===== src/rtl/sevt_pkg.sv =====
package sevt_pkg;
  localparam int DATA_W      = 8;
  localparam int ADDR_W      = 2;
  localparam int NUM_FLAGS   = 7;
  localparam int SYNC_STAGES = 2;
  localparam int PAD_W       = DATA_W - NUM_FLAGS;

  // flag bit positions
  localparam int F_SW_BAT  = 0;
  localparam int F_RESTORE = 1;
  localparam int F_BATT    = 2;
  localparam int F_DC_LOW  = 3;
  localparam int F_DC_RDY  = 4;
  localparam int F_DC_DLT  = 5;
  localparam int F_SAG     = 6;

  localparam logic [ADDR_W-1:0] A_FLAGS = 2'd0;
  localparam logic [ADDR_W-1:0] A_EN    = 2'd1;
  localparam logic [ADDR_W-1:0] A_STAT  = 2'd2;

  typedef enum logic [1:0] {RD_NONE, RD_FLAGS, RD_EN, RD_STAT} rdSel_e;

  typedef struct packed {
    logic [NUM_FLAGS-1:0] evtSet;
    logic                 flagWr;
    logic                 enWr;
    rdSel_e               rdSel;
    logic                 srcLive;
    logic [DATA_W-1:0]    wrData;
  } ctlStrobe_t;
endpackage


===== src/rtl/sevt_ctrl.sv =====
module sevt_ctrl
  import sevt_pkg::*;
(
  input  logic              clk,
  input  logic              rstN,
  input  logic              railSrc,
  input  logic              battLow,
  input  logic              battReady,
  input  logic              dcLow,
  input  logic              dcReady,
  input  logic              dcDelta,
  input  logic              sagEvt,
  input  logic              busSel,
  input  logic              busWe,
  input  logic [ADDR_W-1:0] busAddr,
  input  logic [DATA_W-1:0] busWdata,
  output ctlStrobe_t        ctl
);
  logic [SYNC_STAGES-1:0] syncQ;
  logic                   prevSrc;
  logic                   srcNow;

  assign srcNow = syncQ[SYNC_STAGES-1];

  // reset loads the history from the live input so no edge is seen on exit
  always_ff @(posedge clk) begin
    if (!rstN) begin
      syncQ   <= {SYNC_STAGES{railSrc}};
      prevSrc <= railSrc;
    end else begin
      syncQ   <= {syncQ[SYNC_STAGES-2:0], railSrc};
      prevSrc <= srcNow;
    end
  end

  logic [NUM_FLAGS-1:0] evtVec;
  always_comb begin
    evtVec             = '0;
    evtVec[F_SW_BAT]   = prevSrc & ~srcNow;
    evtVec[F_RESTORE]  = ~prevSrc & srcNow;
    evtVec[F_BATT]     = battLow | battReady;
    evtVec[F_DC_LOW]   = dcLow;
    evtVec[F_DC_RDY]   = dcReady;
    evtVec[F_DC_DLT]   = dcDelta;
    evtVec[F_SAG]      = sagEvt;
  end

  always_comb begin
    ctl.evtSet  = evtVec;
    ctl.flagWr  = busSel & busWe & (busAddr == A_FLAGS);
    ctl.enWr    = busSel & busWe & (busAddr == A_EN);
    ctl.srcLive = srcNow;
    ctl.wrData  = busWdata;
    case (busAddr)
      A_FLAGS: ctl.rdSel = RD_FLAGS;
      A_EN:    ctl.rdSel = RD_EN;
      A_STAT:  ctl.rdSel = RD_STAT;
      default: ctl.rdSel = RD_NONE;
    endcase
  end
endmodule


===== src/rtl/sevt_regs.sv =====
module sevt_regs
  import sevt_pkg::*;
(
  input  logic                 clk,
  input  logic                 rstN,
  input  ctlStrobe_t           ctl,
  output logic [NUM_FLAGS-1:0] flagQ,
  output logic [NUM_FLAGS-1:0] enQ,
  output logic [DATA_W-1:0]    rdData,
  output logic                 irq
);
  logic [NUM_FLAGS-1:0] flagKeep;

  // a written 0 clears, a written 1 keeps; events are ORed in last so they win
  assign flagKeep = ctl.flagWr ? (flagQ & ctl.wrData[NUM_FLAGS-1:0]) : flagQ;

  always_ff @(posedge clk) begin
    if (!rstN) begin
      flagQ <= '0;
      enQ   <= '0;
    end else begin
      flagQ <= flagKeep | ctl.evtSet;
      if (ctl.enWr) enQ <= ctl.wrData[NUM_FLAGS-1:0];
    end
  end

  assign irq = |(flagQ & enQ);

  always_comb begin
    case (ctl.rdSel)
      RD_FLAGS: rdData = {{PAD_W{1'b0}}, flagQ};
      RD_EN:    rdData = {{PAD_W{1'b0}}, enQ};
      RD_STAT:  rdData = {{(DATA_W-1){1'b0}}, ctl.srcLive};
      default:  rdData = '0;
    endcase
  end
endmodule


===== src/rtl/supply_event_irq.sv =====
module supply_event_irq
  import sevt_pkg::*;
(
  input  logic              clk,
  input  logic              rstN,
  input  logic              railSrc,
  input  logic              battLow,
  input  logic              battReady,
  input  logic              dcLow,
  input  logic              dcReady,
  input  logic              dcDelta,
  input  logic              sagEvt,
  input  logic              busSel,
  input  logic              busWe,
  input  logic [ADDR_W-1:0] busAddr,
  input  logic [DATA_W-1:0] busWdata,
  output logic [DATA_W-1:0] busRdata,
  output logic              irq
);
  ctlStrobe_t           ctl;
  logic [NUM_FLAGS-1:0] flagQ;
  logic [NUM_FLAGS-1:0] enQ;

  sevt_ctrl uCtrl (
    .clk(clk), .rstN(rstN), .railSrc(railSrc),
    .battLow(battLow), .battReady(battReady), .dcLow(dcLow),
    .dcReady(dcReady), .dcDelta(dcDelta), .sagEvt(sagEvt),
    .busSel(busSel), .busWe(busWe), .busAddr(busAddr),
    .busWdata(busWdata), .ctl(ctl)
  );

  sevt_regs uRegs (
    .clk(clk), .rstN(rstN), .ctl(ctl),
    .flagQ(flagQ), .enQ(enQ), .rdData(busRdata), .irq(irq)
  );
endmodule


===== config.mk =====
export PLATFORM = sky130hd
export DESIGN_NAME = supply_event_irq
export DESIGN_NICKNAME = d
export VERILOG_FILES = /design/src/rtl/sevt_pkg.sv /design/src/rtl/sevt_ctrl.sv /design/src/rtl/sevt_regs.sv /design/src/rtl/supply_event_irq.sv
export SDC_FILE = /design/constraint.sdc
export NUM_CORES = 1
export LEC_CHECK = 0
export ABC_AREA = 0
export BUFFER_PORTS_ARGS = -buffer_cell sky130_fd_sc_hd__buf_4
export CORE_UTILIZATION = 35
export DETAILED_ROUTE_END_ITERATION = 12
export HOLD_SLACK_MARGIN = 0.1
export SETUP_SLACK_MARGIN = 0.2
export SYNTH_ARGS = -nofsm -noshare
export SYNTH_HDL_FRONTEND = slang
export SYNTH_SLANG_ARGS = --single-unit

===== constraint.sdc =====
create_clock -name clk -period 1 [get_ports clk]
set_input_delay 0.2 -clock clk [delete_from_list [all_inputs] [get_ports clk]]
set_output_delay 0.2 -clock clk [all_outputs]
set_load 0.02 [all_outputs]

==> flow_metrics.tcl, run 1 <==
set metrics [dict create \
    dpl.hpwl_mm 1.402 \
    antenna_found_initial 0 \
    drt_iter0_drc 5 \
    die_width_um 50.87 \
    vias 753 \
    place_ws_ps -170.7 \
    grt_pass1_vias 788 \
    die_area_mm2 0.002587 \
    clockBufferDepth 2 \
    p_leak_nw 0.5408 \
    power.density_mw_per_mm2 1116 \
    tns_ps -1968 \
    finalWirelength_mm 1.919 \
    drv_cap 0 \
    arrival_ps 1250 \
    pwr-share-clk_pct 26.2 \
    area_growth_pct 50.45 \
    netlist_area_um2 835.8 \
    fillers 219 \
    worst-setup-path-type "register to output port" \
    gp_congestion 0.7372 \
    grt_pass1_wl_mm 3.249 \
    io_buffer_count 27 \
    synth-seq-area-share_pct 40.72 \
    switching_share_pct 27.01 \
    hold_path.class "input port to register" \
    ys_ff_latch 17 \
    numCtsBuffers 3 \
    synth_area_per_cell_um2 9.085 \
    cts_max_level 1 \
    seq_area_um2 352.8 \
    n_antenna_cell 0 \
    critPathLaunchType "register" \
    post-place-cells 147 \
    core-area_mm2 0.002233 \
    stdcell_count 155 \
    report.final.slew_viol_count 0 \
    run_status "finished with violations" \
    synth_cell_types 20 \
    finalSetupViolCount 8 \
    finalHoldWorstSlack_ps 133.5 \
    power_switching_mw 0.3790 \
    fin_ws_ps -448.1 \
    worstPathRequired_ps 800 \
    finalHoldViolCount 0 \
    post_drt_via_cell_ratio 4.858 \
    fin_crit_ps 1448 \
    worstPathMaxFanout 2 \
    drc 0 \
    grt_usage_pct 16.88 \
    wl_per_cell_um 12.38 \
    end_kind "output port" \
    layout_commonest_cell "buf_4" \
    failed_checks "setup timing" \
    fp-row-count 17 \
    cts_tree "done" \
    synth_fp_nets 113 \
    rsz0062_at_grt "true" \
    seqPwrFrac_pct 53.0 \
    ant_nets 0 \
    root_buffer "clkbuf_4" \
    multiInputGateArea_um2 513.0 \
    internal_power_mw 1.024 \
    clk_pin_slew_ps 100 \
    clk_latency_ps 290 \
    die_y_um 50.87 \
    power_frac_comb_pct 20.8 \
    start_util_pct 37.42 \
    fmax_ghz 0.6906 \
    period_share_pct 144.8 \
    dr.pass1.iters 4 \
    yosys_warnings 0 \
    final_nets 149 \
    clock_skew_ps 0.1177 \
    cts.sinks 17 \
    drive_gt1_share_pct 59.84 \
    grt_max_degree 25 \
    grt_overflow 0 \
    io_pins 30 \
    syn-instance-count 92 \
    ir_drop_mv 0.9363 \
    layout_common_cells "buf_4, nand2_1, buf_6, dfxtp_2, o21ai_2" \
]
[area by class of cell]
type	count	area share [%]
Multi-Input combinational cell	69	40.80
Sequential cell	17	28.06
Timing Repair Buffer	37	26.27
Tap cell	28	2.786
Clock buffer	4	2.090
[critical path, cell delays in order (launching register included)]
cell and delay [ps]:
dfxtp_1 320, a222oi_1 340, nand3_1 130, buf_4 180
[logic make-up after synthesis]
group,after synthesis,share of synthesized area [%]
AND/OR/NAND/NOR,40,26.35
AO/OA/AOI/OAI,21,17.81
flip-flops,17,40.72
multiplexers,7,8.384
buffers and inverters,6,6.286
other,1,0.4487
[path summary, 6_finish.rpt]
| check | slack (ps) | endpoint | depth (start not counted) | startpoint |
|---|---|---|---|---|
| setup / recovery | -450 | irq | 3 | uRegs.enQ[3] |
| hold / removal | 130 | uCtrl.prevSrc | 3 | railSrc |
| setup reg to reg | 250 | uRegs.enQ[1] | 4 | uRegs.enQ[1] |
| hold reg to reg | 450 | uCtrl.syncQ[1] | 2 | uCtrl.syncQ[0] |
[routing by layer]
| layer | GRT usage, % | part of all wire (%) | routed length, um | vias up |
|---|---|---|---|---|
| met5 | 0 | 0 | 0 | - |
| met4 | 6.944 | 0.52 | 10 | 0 |
| met3 | 2.083 | 3.4 | 65 | 2 |
| met2 | 31.56 | 52 | 997 | 15 |
| met1 | 19.12 | 44 | 845 | 343 |
| li1 | - | - | - | 393 |
[stage by stage]
step | util [%] | area [um2] | power [mW]
floorplan | - | 902.1 | 0.9072
global placement | 50.70 | 1132 | 1.017
detailed placement | 50.70 | 1132 | 1.024
CTS | 55.29 | 1235 | 1.411
global route | 56.30 | 1257 | 1.478
finish | 56.30 | 1257 | 1.403
[power by group through the flow]
stage          clock network, mW  logic (mW)  registers [mW]
5_1_grt                    0.412       0.317           0.749
4_1_cts                    0.381       0.289           0.741
2_1_floorplan                  0       0.159           0.748
3_5_place_dp                   0       0.269           0.754
3_3_place_gp                   0       0.264           0.753
6_report                   0.367       0.292           0.744
[sequential cells by signal, summed over array words and instances (netlist names)]
register / cells
uRegs.flagQ: 7
uRegs.enQ: 7
uCtrl.syncQ: 2
uCtrl.prevSrc: 1
[cell usage after synthesis, drive strengths merged]
| master | instances | area [um2] |
|---|---|---|
| a22oi | 2 | 15.01 |
| nor2 | 11 | 41.29 |
| nand2 | 11 | 41.29 |
| nand2b | 3 | 18.77 |
| dfxtp | 17 | 340.3 |
| buf | 5 | 48.79 |
| nand3 | 8 | 40.04 |
| clkbuf | 1 | 3.750 |
| nor3 | 4 | 20.02 |
| a21boi | 3 | 22.52 |
| nand4bb | 1 | 27.53 |
| nand3b | 1 | 7.510 |
| a222oi | 1 | 10.01 |
| mux2i | 7 | 70.07 |
| conb | 1 | 3.750 |
| o21ai | 15 | 101.4 |
| nand4b | 1 | 23.77 |
[repair_timing]
action | CTS | global route
gates resized for setup | 17 | 7
hold buffers | 1 | 0
endpoints found under the hold margin | 1 | 0
buffers inserted | 3 | 0
pin swaps | 3 | 2
setup endpoints to repair | 8 | 10
Power figures use the tool's default switching activity.
==> inputs of run 2 (changes only) <==
--- a/config.mk
+++ b/config.mk
@@ -6,7 +6,7 @@
 export NUM_CORES = 1
 export LEC_CHECK = 0
 export ABC_AREA = 0
-export BUFFER_PORTS_ARGS = -buffer_cell sky130_fd_sc_hd__buf_4
+export BUFFER_PORTS_ARGS = -buffer_cell sky130_fd_sc_hd__buf_2
 export CORE_UTILIZATION = 35
 export DETAILED_ROUTE_END_ITERATION = 12
 export HOLD_SLACK_MARGIN = 0.1
==> constraint.sdc (replaced) <==
create_clock -name clk -period 1.4 [get_ports clk]
set_input_delay 0.28 -clock clk [delete_from_list [all_inputs] [get_ports clk]]
set_output_delay 0.28 -clock clk [all_outputs]
set_load 0.02 [all_outputs]
==> run 2 against run 1 <==
  * The run still ends with setup timing left
  * Design area down 18%
  * Clock skew is 4.5 ps higher
  * Largest cell class unchanged
  * Core utilization shrank 10 points
  * Register-to-register slack improved by 450 ps
==> flow_metrics.tcl, run 2 (synthesized netlist as in run 1, its figures left out) <==
set metrics [dict create \
    core-area_mm2 0.002233 \
    met1Wirelength_um 783 \
    placed_area_um2 953.4 \
    drt_iter0_drc 14 \
    finalHoldViolCount 0 \
    power.density_mw_per_mm2 912.7 \
    p_total_mw 0.9432 \
    p_leak_nw 0.4672 \
    finalSetupViolCount 1 \
    start_util_pct 37.42 \
    fp-row-count 17 \
    io_pins 30 \
    end_kind "output port" \
    cts.sinks 17 \
    arrival_ps 1260 \
    grt_usage_pct 14.69 \
    run_status "finished with violations" \
    n_antenna_cell 0 \
    grt_pass1_wl_mm 2.787 \
    fin_ws_ps -143.8 \
    wl_per_cell_um 11.92 \
    io_buffer_count 27 \
    failed_checks "setup timing" \
    report.final.slew_viol_count 0 \
    die_width_um 50.87 \
    drc 0 \
    die_y_um 50.87 \
    worst-setup-path-type "register to output port" \
    grt_overflow 0 \
    critPathMaxStageDelay_ps 350 \
    cts_max_level 1 \
    fmax_ghz 0.6477 \
    finalWirelength_mm 1.752 \
    place_ws_ps 102.9 \
    path_buf_inv 1 \
    worstPathRequired_ps 1120 \
    cp_top_family "compound AO/OA/AOI/OAI gates" \
    area_growth_pct 23.65 \
    clockBufferDepth 2 \
    final_nets 141 \
    hold_path.class "input port to register" \
    clock_skew_ps 4.603 \
    reg.largest.list "uRegs.enQ x7, uRegs.flagQ x7, uCtrl.syncQ x2" \
    antenna_found_initial 0 \
    layout_common_cells "buf_2, dfxtp_2, nor2_1, nand2_1, buf_4" \
    drv_cap 0 \
    rsz0062_at_grt "true" \
    fillers 240 \
    ant_nets 0 \
    critPathLaunchType "register" \
    vias 743 \
    fin_crit_ps 1544 \
    numCtsBuffers 3 \
    ir_drop_mv 0.6989 \
    clk_latency_ps 290 \
    dr.max_layer_used "met4" \
    stdcell_count 147 \
    root_buffer "clkbuf_4" \
    worstPathMaxFanout 3 \
    clk_pin_slew_ps 90 \
    crit_chain "a222oi_1, nand3_1, buf_2" \
    cts_tree "done" \
    routed-wl-met3_um 90 \
    layout_commonest_cell "buf_2" \
    post-place-cells 141 \
    dr.pass1.iters 4 \
    cp_slowest_cell "a222oi_1" \
    gp_congestion 0.7138 \
    period_share_pct 110.3 \
    dr_wl_met2_um 865 \
    tns_ps -143.8 \
    grt_pass1_vias 649 \
    die_area_mm2 0.002587 \
    post_drt_via_cell_ratio 5.054 \
    grt_max_degree 25 \
    stdcell_area_mm2 0.001033 \
    drive_gt1_share_pct 44.54 \
]
==> run 2: cell count changes in the layout (fill, tap and decap cells not counted), sizes merged <==
| cell | delta |
|---|---|
| buf | -8 |
==> run 2: per-layer routing <==
layer / up-vias / GRT usage, %
met3: 2 / 4.464
met1: 347 / 17.16
met4: 0 / 4.167
met5: - / 0
met2: 18 / 25.78
li1: 376 / -
==> run 2: final cells by class <==
type / count / area [um2] / share of cell area, %
Multi-Input combinational cell: 69 / 442.9 / 42.86
Timing Repair Buffer: 29 / 172.7 / 16.71
Clock buffer: 4 / 26.28 / 2.542
Sequential cell: 17 / 356.6 / 34.50
Tap cell: 28 / 35.03 / 3.390
==> run 2: power by group <==
part           internal, mW  switching, mW
Combinational        0.0726         0.0852
Clock                 0.111          0.142
Sequential            0.514         0.0188
==> run 2: stage by stage <==
step	utilization, %	hold WS, ps
3_5_place_dp	42.69	402.4
6_report	46.27	228.6
3_3_place_gp	42.69	398.4
2_1_floorplan	-	307.7
5_1_grt	46.27	216.9
4_1_cts	45.94	221.3
==> run 2: path summary, 6_finish.rpt <==
check                           slack [ps]  cells past startpoint        endpoint      startpoint
worst max-delay path                  -140                      3             irq    uRegs.enQ[3]
worst min-delay path                   230                      3  uRegs.flagQ[6]          sagEvt
worst max register to register         700                      3  uRegs.flagQ[2]  uRegs.flagQ[2]
worst min register to register         430                      2  uCtrl.syncQ[1]  uCtrl.syncQ[0]
==> run 2: timing repair <==
item / CTS / global route
pin swaps: 0 / 3
endpoints found under the setup margin: 8 / 8
setup buffers: 0 / 1
hold buffers: 1 / 0
hold endpoints to repair: 1 / 0
resized for setup: 21 / 0
==> run 2: worst min-delay path: stages <==
cell and delay (ps):
buf_2 80, nor3_1 40, nor2_1 80
